### src/rtl/mtx_pkg.sv
package mtx_pkg;
   localparam int NUM_DEST = 4;
   localparam int DEST_W   = 2;
   localparam int SYNC_HALVES = 6;   // three bit times

   typedef enum logic [DEST_W-1:0] {
      DST_BUS_A  = 2'd0,
      DST_BUS_B  = 2'd1,
      DST_LOOP_A = 2'd2,
      DST_LOOP_B = 2'd3
   } dest_e;
endpackage

### src/rtl/mtx_hold_buf.sv
module mtx_hold_buf
   import mtx_pkg::*;
#(
   parameter int DATA_W = 16
) (
   input  logic              clk,
   input  logic              rst_n,
   input  logic              flush,
   input  logic              wr_en,
   input  logic [DATA_W-1:0] wr_data,
   input  logic              wr_sync,
   input  dest_e             wr_dest,
   input  logic              rd_en,
   output logic              full,
   output logic [DATA_W-1:0] rd_data,
   output logic              rd_sync,
   output dest_e             rd_dest
);
   generate
      if (DATA_W < 1) begin : g_bad_width
         $error("mtx_hold_buf: DATA_W must be positive");
      end
   endgenerate

   always_ff @(posedge clk) begin
      if (!rst_n) begin
         full    <= 1'b0;
         rd_data <= '0;
         rd_sync <= 1'b0;
         rd_dest <= DST_BUS_A;
      end else if (flush || rd_en) begin
         full <= 1'b0;
      end else if (wr_en && !full) begin
         full    <= 1'b1;
         rd_data <= wr_data;
         rd_sync <= wr_sync;
         rd_dest <= wr_dest;
      end
   end

   AST_NO_OVERWRITE: assert property (@(posedge clk) disable iff (!rst_n)
      full && !rd_en && !flush |=> full && $stable(rd_data)) else $error("held word changed");
endmodule

### src/rtl/mtx_serializer.sv
module mtx_serializer
   import mtx_pkg::*;
#(
   parameter int DATA_W    = 16,
   parameter int HALF_CLKS = 6,
   parameter bit MSB_FIRST = 1'b1
) (
   input  logic              clk,
   input  logic              rst_n,
   input  logic              abort,
   input  logic              word_avail,
   input  logic [DATA_W-1:0] word_data,
   input  logic              word_sync,
   input  dest_e             word_dest,
   output logic              take,
   output logic              busy,
   output logic              level,
   output dest_e             dest_q
);
   localparam int DATA_HALVES  = 2 * DATA_W;
   localparam int FRAME_HALVES = SYNC_HALVES + DATA_HALVES + 2;
   localparam int HIDX_W       = $clog2(FRAME_HALVES);
   localparam int CNT_W        = $clog2(HALF_CLKS);

   generate
      if (HALF_CLKS < 2) begin : g_bad_half
         $error("mtx_serializer: HALF_CLKS must be at least 2");
      end
   endgenerate

   logic [CNT_W-1:0]  cnt;
   logic [HIDX_W-1:0] hidx;
   logic [DATA_W-1:0] word_q;
   logic              sync_q;
   logic              half_end, frame_end;

   assign half_end  = busy && (cnt == CNT_W'(HALF_CLKS - 1));
   assign frame_end = half_end && (hidx == HIDX_W'(FRAME_HALVES - 1));
   assign take      = word_avail && !abort && (!busy || frame_end);

   always_ff @(posedge clk) begin
      if (!rst_n) begin
         busy   <= 1'b0;
         cnt    <= '0;
         hidx   <= '0;
         word_q <= '0;
         sync_q <= 1'b0;
         dest_q <= DST_BUS_A;
      end else if (abort) begin
         busy <= 1'b0;
         cnt  <= '0;
         hidx <= '0;
      end else if (take) begin
         busy   <= 1'b1;
         cnt    <= '0;
         hidx   <= '0;
         word_q <= word_data;
         sync_q <= word_sync;
         dest_q <= word_dest;
      end else if (busy) begin
         if (half_end) begin
            cnt <= '0;
            if (frame_end) busy <= 1'b0;
            else           hidx <= hidx + 1'b1;
         end else begin
            cnt <= cnt + 1'b1;
         end
      end
   end

   // data bit selection: order chosen at elaboration
   logic [HIDX_W-1:0] data_off;
   logic [HIDX_W-1:0] bit_idx;
   logic [DATA_W-1:0] shifted;
   logic              data_bit;

   assign data_off = hidx - HIDX_W'(SYNC_HALVES);
   assign bit_idx  = data_off >> 1;

   generate
      if (MSB_FIRST) begin : g_msb_first
         assign shifted  = word_q << bit_idx;
         assign data_bit = shifted[DATA_W-1];
      end else begin : g_lsb_first
         assign shifted  = word_q >> bit_idx;
         assign data_bit = shifted[0];
      end
   endgenerate

   logic par_bit;
   assign par_bit = ~^word_q;   // odd parity over data plus parity

   always_comb begin
      if (hidx < HIDX_W'(SYNC_HALVES)) begin
         level = (hidx < HIDX_W'(SYNC_HALVES / 2)) ? sync_q : !sync_q;
      end else if (hidx < HIDX_W'(SYNC_HALVES + DATA_HALVES)) begin
         level = data_off[0] ? !data_bit : data_bit;
      end else begin
         level = (hidx == HIDX_W'(FRAME_HALVES - 2)) ? par_bit : !par_bit;
      end
   end

   AST_HALF_STABLE: assert property (@(posedge clk) disable iff (!rst_n)
      busy && (cnt != '0) |-> $stable(level)) else $error("level moved inside half-bit");
   AST_MID_BIT_EDGE: assert property (@(posedge clk) disable iff (!rst_n)
      busy && (hidx >= HIDX_W'(SYNC_HALVES)) && hidx[0] && (cnt == '0) |-> level != $past(level))
      else $error("no mid-bit transition");
endmodule

### src/rtl/mtx_failsafe_timer.sv
module mtx_failsafe_timer #(
   parameter int LIMIT = 8760000
) (
   input  logic clk,
   input  logic rst_n,
   input  logic run,
   input  logic clear,
   output logic expire,
   output logic flag
);
   localparam int CNT_W = $clog2(LIMIT);

   generate
      if (LIMIT < 2) begin : g_bad_limit
         $error("mtx_failsafe_timer: LIMIT must be at least 2");
      end
   endgenerate

   logic [CNT_W-1:0] cnt;

   assign expire = run && !clear && (cnt == CNT_W'(LIMIT - 1));

   always_ff @(posedge clk) begin
      if (!rst_n) begin
         cnt  <= '0;
         flag <= 1'b0;
      end else begin
         if (clear || expire) cnt <= '0;
         else if (run)        cnt <= cnt + 1'b1;
         if (expire) flag <= 1'b1;
      end
   end

   AST_COUNT_BELOW_LIMIT: assert property (@(posedge clk) disable iff (!rst_n)
      cnt < CNT_W'(LIMIT)) else $error("timer count out of range");
   AST_CLEAR_ZERO: assert property (@(posedge clk) disable iff (!rst_n)
      clear |=> cnt == '0) else $error("clear ignored");
   AST_FLAG_STICKY: assert property (@(posedge clk) disable iff (!rst_n)
      flag |=> flag) else $error("timeout flag dropped");
endmodule

### src/rtl/mtx_route.sv
module mtx_route
   import mtx_pkg::*;
(
   input  logic                clk,
   input  logic                rst_n,
   input  logic                en,
   input  logic                level,
   input  dest_e               dest,
   output logic [NUM_DEST-1:0] pos,
   output logic [NUM_DEST-1:0] neg
);
   generate
      for (genvar i = 0; i < NUM_DEST; i++) begin : g_pair
         logic sel;
         assign sel    = en && (dest == DEST_W'(i));
         assign pos[i] = sel && level;
         assign neg[i] = sel && !level;
      end
   endgenerate

   AST_ONE_PAIR: assert property (@(posedge clk) disable iff (!rst_n)
      $onehot0(pos | neg)) else $error("more than one pair driven");
   AST_IDLE_LOW: assert property (@(posedge clk) disable iff (!rst_n)
      !en |-> (pos == '0) && (neg == '0)) else $error("idle lines not low");
   AST_PAIR_DRIVEN: assert property (@(posedge clk) disable iff (!rst_n)
      en |-> $countones(pos | neg) == 1) else $error("active pair missing");
endmodule

### src/rtl/manch_tx.sv
module manch_tx
   import mtx_pkg::*;
#(
   parameter int DATA_W       = 16,
   parameter int CLK_KHZ      = 12000,
   parameter int HALF_CLKS    = CLK_KHZ / 2000,
   parameter int TIMEOUT_MS   = 730,
   parameter int TIMEOUT_CLKS = CLK_KHZ * TIMEOUT_MS,
   parameter bit MSB_FIRST    = 1'b1
) (
   input  logic              clk,
   input  logic              rst_n,
   input  logic              load_valid,
   input  logic [DATA_W-1:0] load_data,
   input  logic              load_sync,
   input  logic [1:0]        load_dest,
   output logic              load_ready,
   input  logic              cmd_valid,
   output logic              bus_a_p,
   output logic              bus_a_n,
   output logic              bus_b_p,
   output logic              bus_b_n,
   output logic              loop_a_p,
   output logic              loop_a_n,
   output logic              loop_b_p,
   output logic              loop_b_n,
   output logic              tx_active,
   output logic              timeout_flag
);
   logic              hold_full, hold_sync, take, busy, level, expire;
   logic [DATA_W-1:0] hold_data;
   dest_e             hold_dest, cur_dest;
   logic [NUM_DEST-1:0] pos, neg;

   assign load_ready = !hold_full && !timeout_flag;

   mtx_hold_buf #(.DATA_W(DATA_W)) u_hold (
      .clk     (clk),
      .rst_n   (rst_n),
      .flush   (expire || timeout_flag),
      .wr_en   (load_valid && load_ready),
      .wr_data (load_data),
      .wr_sync (load_sync),
      .wr_dest (dest_e'(load_dest)),
      .rd_en   (take),
      .full    (hold_full),
      .rd_data (hold_data),
      .rd_sync (hold_sync),
      .rd_dest (hold_dest)
   );

   mtx_serializer #(.DATA_W(DATA_W), .HALF_CLKS(HALF_CLKS), .MSB_FIRST(MSB_FIRST)) u_ser (
      .clk        (clk),
      .rst_n      (rst_n),
      .abort      (expire),
      .word_avail (hold_full && !timeout_flag),
      .word_data  (hold_data),
      .word_sync  (hold_sync),
      .word_dest  (hold_dest),
      .take       (take),
      .busy       (busy),
      .level      (level),
      .dest_q     (cur_dest)
   );

   mtx_failsafe_timer #(.LIMIT(TIMEOUT_CLKS)) u_timer (
      .clk    (clk),
      .rst_n  (rst_n),
      .run    (busy),
      .clear  (cmd_valid),
      .expire (expire),
      .flag   (timeout_flag)
   );

   mtx_route u_route (
      .clk   (clk),
      .rst_n (rst_n),
      .en    (busy),
      .level (level),
      .dest  (cur_dest),
      .pos   (pos),
      .neg   (neg)
   );

   assign tx_active = busy;
   assign bus_a_p   = pos[DST_BUS_A];
   assign bus_a_n   = neg[DST_BUS_A];
   assign bus_b_p   = pos[DST_BUS_B];
   assign bus_b_n   = neg[DST_BUS_B];
   assign loop_a_p  = pos[DST_LOOP_A];
   assign loop_a_n  = neg[DST_LOOP_A];
   assign loop_b_p  = pos[DST_LOOP_B];
   assign loop_b_n  = neg[DST_LOOP_B];

   AST_HALT_AFTER_TIMEOUT: assert property (@(posedge clk) disable iff (!rst_n)
      timeout_flag |-> !tx_active && !load_ready) else $error("activity after timeout");
endmodule

### config.mk
export PLATFORM = sky130hd
export DESIGN_NAME = manch_tx
export DESIGN_NICKNAME = d
export VERILOG_FILES = /design/src/rtl/mtx_pkg.sv /design/src/rtl/mtx_hold_buf.sv /design/src/rtl/mtx_serializer.sv /design/src/rtl/mtx_failsafe_timer.sv /design/src/rtl/mtx_route.sv /design/src/rtl/manch_tx.sv
export SDC_FILE = /design/constraint.sdc
export NUM_CORES = 1
export LEC_CHECK = 0
export BUFFER_PORTS_ARGS = -buffer_cell sky130_fd_sc_hd__clkbuf_2
export CAP_MARGIN = 20
export CORE_ASPECT_RATIO = 1.5
export CORE_MARGIN = 2
export CORE_UTILIZATION = 45
export CTS_CLUSTER_DIAMETER = 60
export CTS_CLUSTER_SIZE = 12
export DETAILED_ROUTE_END_ITERATION = 8
export MAX_ROUTING_LAYER = met4
export PLACE_DENSITY = 0.69
export SLEW_MARGIN = 15
export SYNTH_ARGS = -nofsm -noshare
export SYNTH_HDL_FRONTEND = slang
export SYNTH_SLANG_ARGS = --single-unit
### constraint.sdc
create_clock -name clk -period 2.2 [get_ports clk]
set_clock_uncertainty 0.1 [all_clocks]
set_input_delay 0.22 -clock clk [delete_from_list [all_inputs] [get_ports clk]]
set_output_delay 0.22 -clock clk [all_outputs]
set_load 0.02 [all_outputs]
==> results of run 1 <==
worst reg2reg max path: cells and delay by family, from the launching register on:
family          cells  cell delay, ns
mux                 1            0.18
flops               1            0.37
buf+inv             2            0.35
simple gates        4            0.82
compound gates      1            0.22
cells by family (layout without fill, tap and decap cells):
group | Yosys count | in the layout | synth area share
AO/OA/AOI/OAI | 23 | 23 | 0.04564
XOR/XNOR | 46 | 46 | 0.1163
adder cells (fa/ha/maj) | 6 | 6 | 0.02059
buffers and inverters | 22 | 87 | 0.03603
flip-flops | 74 | 74 | 0.4063
multiplexers | 51 | 51 | 0.1472
AND/OR/NAND/NOR | 159 | 159 | 0.2279
path summary, 6_finish.rpt:
check / start / end / slack, ns
min reg2reg: u_timer.flag / u_hold.full / 0.40
max reg2reg: u_ser.hidx[3] / u_ser.dest_q[1] / 0.06
max: u_ser.hidx[1] / bus_b_p / -0.55
min: load_data[4] / u_hold.rd_data[4] / 0.04
area by class of cell:
class,instances,area (um^2),share of cell area
well taps,105,131.4,0.02812
multi-input cells,285,2188,0.4684
flip-flops and latches,74,1489,0.3187
clock inverters,4,48.80,0.01044
repair buffers,65,535.5,0.1146
clock buffers,12,256.5,0.05490
inverters,6,22.52,0.004821
sequential cells by signal, summed over array words and instances (netlist names), 2 cells and up:
signal / count
u_ser.dest_q: 2
u_timer.cnt: 24
u_ser.cnt: 3
u_hold.rd_dest: 2
u_hold.rd_data: 16
u_ser.word_q: 16
u_ser.hidx: 6
through the flow:
step                        util  hold WS, ns  worst slack (ns)
after floorplan                -       0.2511          -0.07686
final                     0.5871      0.03602           -0.5482
after global placement    0.5219       0.3734           -0.2615
after global routing      0.5871      0.04545           -0.6796
after detailed placement  0.5219       0.3841           -0.3175
after CTS                 0.5750      0.03437           -0.5615
what timing repair did:
item / in CTS / in global routing
setup endpoints to repair: 27 / 40
gates resized for setup: 22 / 11
buffers inserted: 2 / 1
endpoints found under the hold margin: 0 / 0
pin swaps: 4 / 3
cloned: 0 / 2
where the power goes:
group	internal, uW	switching [uW]
Sequential	1380	32.7
Combinational	173	148
Clock	940	555
Total	2490	736
synth_stat cells, types with 3 or more instances:
cell type	number
nor2b_1	38
nand4b_1	3
nor2_1	47
nor3_1	11
a21oi_1	9
mux2i_1	48
xnor2_1	26
buf_4	4
and3_1	6
dfxtp_1	74
ha_1	6
clkbuf_1	7
nand4_1	7
nand2_1	18
xor2_1	18
inv_1	6
nand3_1	14
per-layer routing:
layer | vias up | wire [um] | share of wire | global-route usage
li1 | 1421 | - | - | -
met1 | 1333 | 3196 | 0.42 | 0.2126
met2 | 42 | 4086 | 0.53 | 0.3281
met3 | 14 | 200 | 0.026 | 0.02603
met4 | 0 | 216 | 0.028 | 0.1083
met5 | - | 0 | 0 | -
==> metrics.txt, run 1 <==
first-pass GRT wire length=13,030 um; Remaining DRCs=0; synthesized instance count=381; synth warn=0; worst r2r path cells=8; core region area=7958 um^2; fin crit period=2.748 ns; CP peak stage delay=0.36 ns; Arrival @ worst endpoint=2.43 ns; Worst-Margin Slew=0.4327 ns; ys flop type=dfxtp_1; cell taking the most area after synthesis=dfxtp_1; Crit-path slowest cell=dfxtp_4; Final Hold Fails=0; critical path, cell by cell=ha_4 > xnor2_4 > mux4_2 > mux2i_1 > o32a_1 > buf_4 > mux2i_4 > a21oi_1 > buf_2; commonest non-fill, non-tap cell in the layout=dfxtp_1; DR WL/cell=13.97 um; initial DRC count=119; pin count of the biggest net entering global routing=40; pwr dens=690.6 nW/um^2; vias in the first global route=2,795; EDFF count, synth=0; CTS H-tree depth=3; Vias/cell=5.100; Area Growth Syn to Fin=28.14%; CP Launch Type=flip-flop; max-cap violations=0; most frequent cells in the layout=72 x dfxtp_1, 47 x mux2i_1, 46 x nor2_1; setup violators final=8; Final HPWL DP=5483 um; critical path's top delay family=multiplexers; register area share after synthesis=0.4063; DRT Wirelength=7700 um; IO buf count=33; Fin Setup TNS=-4.313 ns; fill count=679; gr ovfl total=0; post-synthesis sequential element count=74; post-route cell area=4672 um^2; hold_buf cts=0; GPL Wtd Cong=0.8095; Final #Nets=470; Num CTS Buffers=9; antenna violations before repair=0; CTS Sinks=74; io pins=34; maximum vdd drop=461.0 uV; critical path depth in cells=9; Crit Path Max Fanout=4; RSZ-0062 raised after global routing=yes; period utilisation layout=1.249; Hold Crit Class=in2reg; Starting Density=0.4582; die area=8853 um^2; Synth async-reset ratio=0; top cells by area, synth=dfxtp_1 41%, mux2i_1 13%, nor2b_1 6.5%; Worst-path clk slew=0.06 ns; Pwr Total=3227 uW; final worst setup slack=-0.5482 ns; CP endpoint kind=output pin; Die Wd=77.50 um; relative max-transition margin=0.7107; CTS tree=done; hold depth=3; DP Area=4153 um^2; Inst Count DP=530; status=finished, violations left; antenna cell count=0; Req. time, crit path=1.88 ns; Chip Height=114.2 um; FMAX=0.3639 GHz; Syn Std Cell Area=3646 um^2; root buf cell=clkbuf_16; share of cells above drive strength 1=0.2444; DR pass1 iterations=4; Setup Crit Path Kind=reg2out; Clk Latency, worst-skew pair=0.34 ns; leak pwr=0.001809 uW; WP buf/inv=2; Rows=40; ANT nets after route=0; Avg Cell Area, Syn=9.570 um^2; clk buf depth=2; Slew Limit Fails=0; final std cells w/o fill=551; via count=2,810; synth unique cells=47; Overall Global Routing Usage=0.1912; Synthesized Nets=410; Synth top area share=0.4063; failing checks=setup timing
No activity file was read; power rests on OpenSTA's default activity.
==> run 2: changes to the inputs <==
Settings changed: GPL_TIMING_DRIVEN set to 0.
==> metrics.txt, run 2 (same netlist as run 1, synthesis figures left out) <==
period utilisation layout=1.283 (was 1.249); max reg flops=24 (unchanged); hold depth=3 (unchanged); worst r2r path cells=10 (was 8); RSZ-0062 raised after global routing=yes (unchanged); via count=2,745 (was 2,810); most frequent cells in the layout=71 x dfxtp_1, 46 x nor2_1, 45 x mux2i_1 (was 72 x dfxtp_1, 47 x mux2i_1, 46 x nor2_1); final worst setup slack=-0.6227 ns (was -0.5482 ns); initial DRC count=78 (was 119); CTS Sinks=74 (unchanged); antenna cell count=0 (unchanged); DR WL/cell=13.66 um (was 13.97 um); hold_buf cts=0 (unchanged); Pwr Total=3105 uW (was 3227 uW); antenna violations before repair=0 (unchanged); Num CTS Buffers=9 (unchanged); maximum vdd drop=535.3 uV (was 461.0 uV); biggest regs=u_timer.cnt x24, u_hold.rd_data x16, u_ser.word_q x16 (unchanged); Slew Limit Fails=0 (unchanged); first-pass GRT wire length=12,460 um (was 13,030 um); status=finished, violations left (unchanged); Starting Density=0.4582 (unchanged); Placement Setup Slack=-0.3729 ns (was -0.3175 ns); setup violators final=8 (unchanged); ANT nets after route=0 (unchanged); core region area=7958 um^2 (unchanged); Clk Latency, worst-skew pair=0.34 ns (about the same); Worst-path clk slew=0.05 ns (was 0.06 ns); Arrival @ worst endpoint=2.50 ns (was 2.43 ns); commonest non-fill, non-tap cell in the layout=dfxtp_1 (unchanged); CTS tree=done (unchanged); Final HPWL DP=5330 um (was 5483 um); max-cap violations=0 (unchanged); leak pwr=0.001725 uW (was 0.001809 uW); DP Area=4021 um^2 (was 4153 um^2); CP Launch Type=flip-flop (unchanged); Setup Crit Path Kind=reg2out (unchanged); Hold EP=u_hold.rd_data[13] (was u_hold.rd_data[4]); post-route cell area=4554 um^2 (was 4672 um^2); relative max-transition margin=0.5833 (was 0.7107); DR pass1 iterations=4 (unchanged); reg2reg setup slack=0.01 ns (was 0.06 ns); Die Wd=77.50 um (unchanged); pin count of the biggest net entering global routing=20 (was 40); vias in the first global route=2,704 (was 2,795); Crit Path Max Fanout=4 (unchanged); pwr dens=681.8 nW/um^2 (was 690.6 nW/um^2); share of cells above drive strength 1=0.2235 (was 0.2444); Final Hold Fails=0 (unchanged); Hold Crit Class=in2reg (unchanged); FMAX=0.3543 GHz (was 0.3639 GHz); root buf cell=clkbuf_16 (unchanged); Rows=40 (unchanged); CTS H-tree depth=3 (unchanged); clk buf depth=2 (unchanged); Remaining DRCs=0 (unchanged); Worst-Margin Slew=0.6199 ns (was 0.4327 ns); fin crit period=2.823 ns (was 2.748 ns); Req. time, crit path=1.88 ns (about the same); Fin Setup TNS=-4.709 ns (was -4.313 ns); io pins=34 (unchanged); Hold Path Origin=load_data[13] (was load_data[4]); Vias/cell=5.009 (was 5.100); die area=8853 um^2 (unchanged); GPL Wtd Cong=0.8318 (was 0.8095); Overall Global Routing Usage=0.1866 (was 0.1912); gr ovfl total=0 (unchanged); Area Growth Syn to Fin=24.91% (was 28.14%); DRT Wirelength=7484 um (was 7700 um); fill count=685 (was 679); Setup crit start=u_ser.hidx[1] (unchanged); IO buf count=33 (unchanged); r2r startpoint=u_ser.hidx[3] (unchanged); Largest Register=u_timer.cnt (unchanged); reg2reg end=u_ser.dest_q[1] (unchanged); CP endpoint kind=output pin (unchanged); Final #Nets=468 (was 470); failing checks=setup timing (unchanged); Chip Height=114.2 um (unchanged)
## run 2: critical path, cell delays in order, from the launching register on
cell and delay (ns):
dfxtp_4 0.36, ha_4 0.18, xnor2_4 0.16, mux4_2 0.32, mux2i_1 0.17, o32a_1 0.26, mux2_4 0.38, nor3_4 0.15
clkbuf_8 0.18
## run 2: how the worst max path moves through the flow
stage / to / slack [ns] / cells past startpoint
global route: loop_b_n / -0.73 / 8
floorplan: bus_a_n / -0.08 / 7
global placement: loop_b_p / -0.35 / 8
CTS: loop_b_n / -0.60 / 8
finish: bus_b_n / -0.62 / 8
detailed placement: loop_a_p / -0.37 / 8
## run 2: per-stage QoR
step	utilization	cells	hold WS, ns
2_1_floorplan	-	381	0.2511
3_3_place_gp	0.5053	519	0.3731
3_5_place_dp	0.5053	519	0.3801
4_1_cts	0.5585	539	0.03392
5_1_grt	0.5723	548	0.05357
6_report	0.5723	548	0.03615
## run 2: layout make-up
class                   instances  area, um^2  share of cell area
clock buffers                  14       274.0             0.06016
plain buffers                  15       122.6             0.02692
flip-flops and latches         74        1488              0.3266
repair buffers                 48       355.3             0.07802
well taps                     105       131.4             0.02885
multi-input cells             285        2152              0.4725
clock inverters                 1       8.758            0.001923
inverters                       6       22.52            0.004945
## run 2: per-layer routing
layer / vias to the layer above / routed length [um] / GRT usage
met5: - / 0 / -
met4: 0 / 158 / 0.08810
met3: 12 / 222 / 0.04338
met2: 40 / 4099 / 0.3281
met1: 1279 / 3004 / 0.1968
li1: 1414 / - / -
## run 2: repair_timing
action | CTS | global route
setup buffers | 6 | 9
gates cloned | 0 | 1
pin swaps | 10 | 3
endpoints found under the setup margin | 38 | 57
resized for setup | 26 | 9
## run 2: power breakdown
group          internal, uW  leakage (uW)  total, uW  switching, uW
logic                   168      0.000984        310            143
registers              1380      0.000602       1410           32.2
clock network           852      0.000139       1380            531
total                  2400       0.00173       3110            706
==> run 3: changes to the inputs <==
Settings changed: CORE_UTILIZATION 45 to 53, PLACE_DENSITY 0.69 to 0.78, RECOVER_POWER set to 50.
==> metrics.txt, run 3 (same netlist as run 1, synthesis figures left out) <==
io pins=34 (unchanged); Rows=37 (was 40); vias in the first global route=2,802 (was 2,704); antenna cell count=0 (unchanged); Num CTS Buffers=9 (unchanged); core region area=6759 um^2 (was 7958 um^2); FMAX=0.3525 GHz (was 0.3543 GHz); Final #Nets=474 (was 468); Fin Setup TNS=-4.863 ns (was -4.709 ns); Setup crit start=u_ser.hidx[1] (unchanged); via count=2,865 (was 2,745); status=finished, violations left (unchanged); Pwr Total=2889 uW (was 3105 uW); max reg flops=24 (unchanged); Placement Setup Slack=-0.3451 ns (was -0.3729 ns); biggest regs=u_timer.cnt x24, u_hold.rd_data x16, u_ser.word_q x16 (unchanged); leak pwr=0.001711 uW (was 0.001725 uW); Largest Register=u_timer.cnt (unchanged); Starting Density=0.5394 (was 0.4582); Clk Latency, worst-skew pair=0.35 ns (was 0.34 ns); GPL Wtd Cong=0.8654 (was 0.8318); pwr dens=643.4 nW/um^2 (was 681.8 nW/um^2); gr ovfl total=0 (unchanged); fill count=545 (was 685); first-pass GRT wire length=12,460 um (unchanged); Crit Path Max Fanout=4 (unchanged); Worst-Margin Slew=0.6688 ns (was 0.6199 ns); Vias/cell=5.436 (was 5.009); DR WL/cell=15.03 um (was 13.66 um); Slew Limit Fails=0 (unchanged); die area=7572 um^2 (was 8853 um^2); Arrival @ worst endpoint=2.52 ns (was 2.50 ns); period utilisation layout=1.290 (was 1.283); Req. time, crit path=1.88 ns (about the same); Overall Global Routing Usage=0.2168 (was 0.1866); Hold Crit Class=in2reg (unchanged); root buf cell=clkbuf_8 (was clkbuf_16); Worst-path clk slew=0.08 ns (was 0.05 ns); CTS Sinks=74 (unchanged); DR pass1 iterations=4 (unchanged); Remaining DRCs=0 (unchanged); max-cap violations=0 (unchanged); commonest non-fill, non-tap cell in the layout=dfxtp_1 (unchanged); share of cells above drive strength 1=0.2361 (was 0.2235); post-route cell area=4491 um^2 (was 4554 um^2); Area Growth Syn to Fin=23.16% (was 24.91%); ANT nets after route=0 (unchanged); Final HPWL DP=5343 um (was 5330 um); antenna violations before repair=0 (unchanged); failing checks=setup timing (unchanged); CTS tree=done (unchanged); CP Launch Type=flip-flop (unchanged); Final Hold Fails=0 (unchanged); pin count of the biggest net entering global routing=13 (was 20); r2r startpoint=u_ser.hidx[3] (unchanged); clk buf depth=2 (unchanged); IO buf count=33 (unchanged); Setup Crit Path Kind=reg2out (unchanged); fin crit period=2.837 ns (was 2.823 ns); setup violators final=16 (was 8); maximum vdd drop=491.4 uV (was 535.3 uV); relative max-transition margin=0.5505 (was 0.5833); Chip Height=105.6 um (was 114.2 um); DRT Wirelength=7923 um (was 7484 um); CP endpoint kind=output pin (unchanged); most frequent cells in the layout=69 x dfxtp_1, 47 x nor2_1, 46 x mux2i_1 (was 71 x dfxtp_1, 46 x nor2_1, 45 x mux2i_1); initial DRC count=120 (was 78); Final Hold Slack=0.02081 ns (was 0.03615 ns); DP Area=3988 um^2 (was 4021 um^2); Die Wd=71.72 um (was 77.50 um); final worst setup slack=-0.6370 ns (was -0.6227 ns); Hold Path Origin=load_data[2] (was load_data[13]); RSZ-0062 raised after global routing=yes (unchanged); CTS H-tree depth=3 (unchanged)
run 3: cell types whose count changed in the layout (fill, tap and decap cells not counted), moves of 2 or more:
cell	change
bufinv_16	+2
clkbuf_8	+6
clkbuf_16	-9
dfxtp_1	-2
buf_4	+4
dfxtp_2	+2
buf_2	+2
run 3: worst max-delay path, stage by stage, from the launching register on:
cell	delay, ns
dfxtp_4	0.37
ha_4	0.18
xnor2_4	0.18
mux4_2	0.32
mux2i_1	0.16
o32a_1	0.26
mux2_4	0.38
nor3_4	0.13
clkbuf_8	0.17
run 3: worst paths after layout:
| path | endpoint | slack, ns | depth (start not counted) |
|---|---|---|---|
| worst max-delay path | bus_b_n | -0.64 | 8 |
| worst min-delay path | u_hold.rd_data[2] | 0.02 | 3 |
| worst max register to register | u_ser.word_q[4] | -0.03 | 9 |
| worst min register to register | u_hold.full | 0.40 | 1 |
run 3: cell type report:
class	instances	area, um^2	share of cell area
tap	78	97.59	0.02173
clock buffer	11	141.4	0.03149
sequential	74	1490	0.3318
timing repair buffer	54	382.9	0.08526
multi-input combinational	285	2148	0.4784
clock inverter	4	76.32	0.01700
inverter	6	22.52	0.005015
buffer	15	131.4	0.02926
run 3: per-layer routing:
metal | share of wire | up-vias | global-route usage | wire length (um)
met5 | 0 | - | - | 0
met4 | 0.024 | 0 | 0.09030 | 192
met3 | 0.036 | 19 | 0.05641 | 287
met2 | 0.56 | 65 | 0.3849 | 4452
met1 | 0.38 | 1352 | 0.2214 | 2990
li1 | - | 1429 | - | -
run 3: power breakdown:
| group | switching, uW | total, uW | internal [uW] | leakage [uW] |
|---|---|---|---|---|
| sequential | 33.2 | 1410 | 1380 | 0.000603 |
| combinational | 144 | 318 | 174 | 0.00100 |
| clock | 496 | 1160 | 665 | 0.000106 |
| total | 673 | 2890 | 2220 | 0.00171 |
run 3: what timing repair did:
action,CTS,global route
hold buffers,0,0
cloned,0,2
buffers inserted,4,15
pin swaps,5,7
setup endpoints to repair,51,80
gates resized for setup,18,17
run 3: through the flow:
stage,utilization,std cells
3_5_place_dp,0.5900,492
2_1_floorplan,-,381
6_report,0.6644,527
3_3_place_gp,0.5900,492
4_1_cts,0.6372,511
5_1_grt,0.6644,527
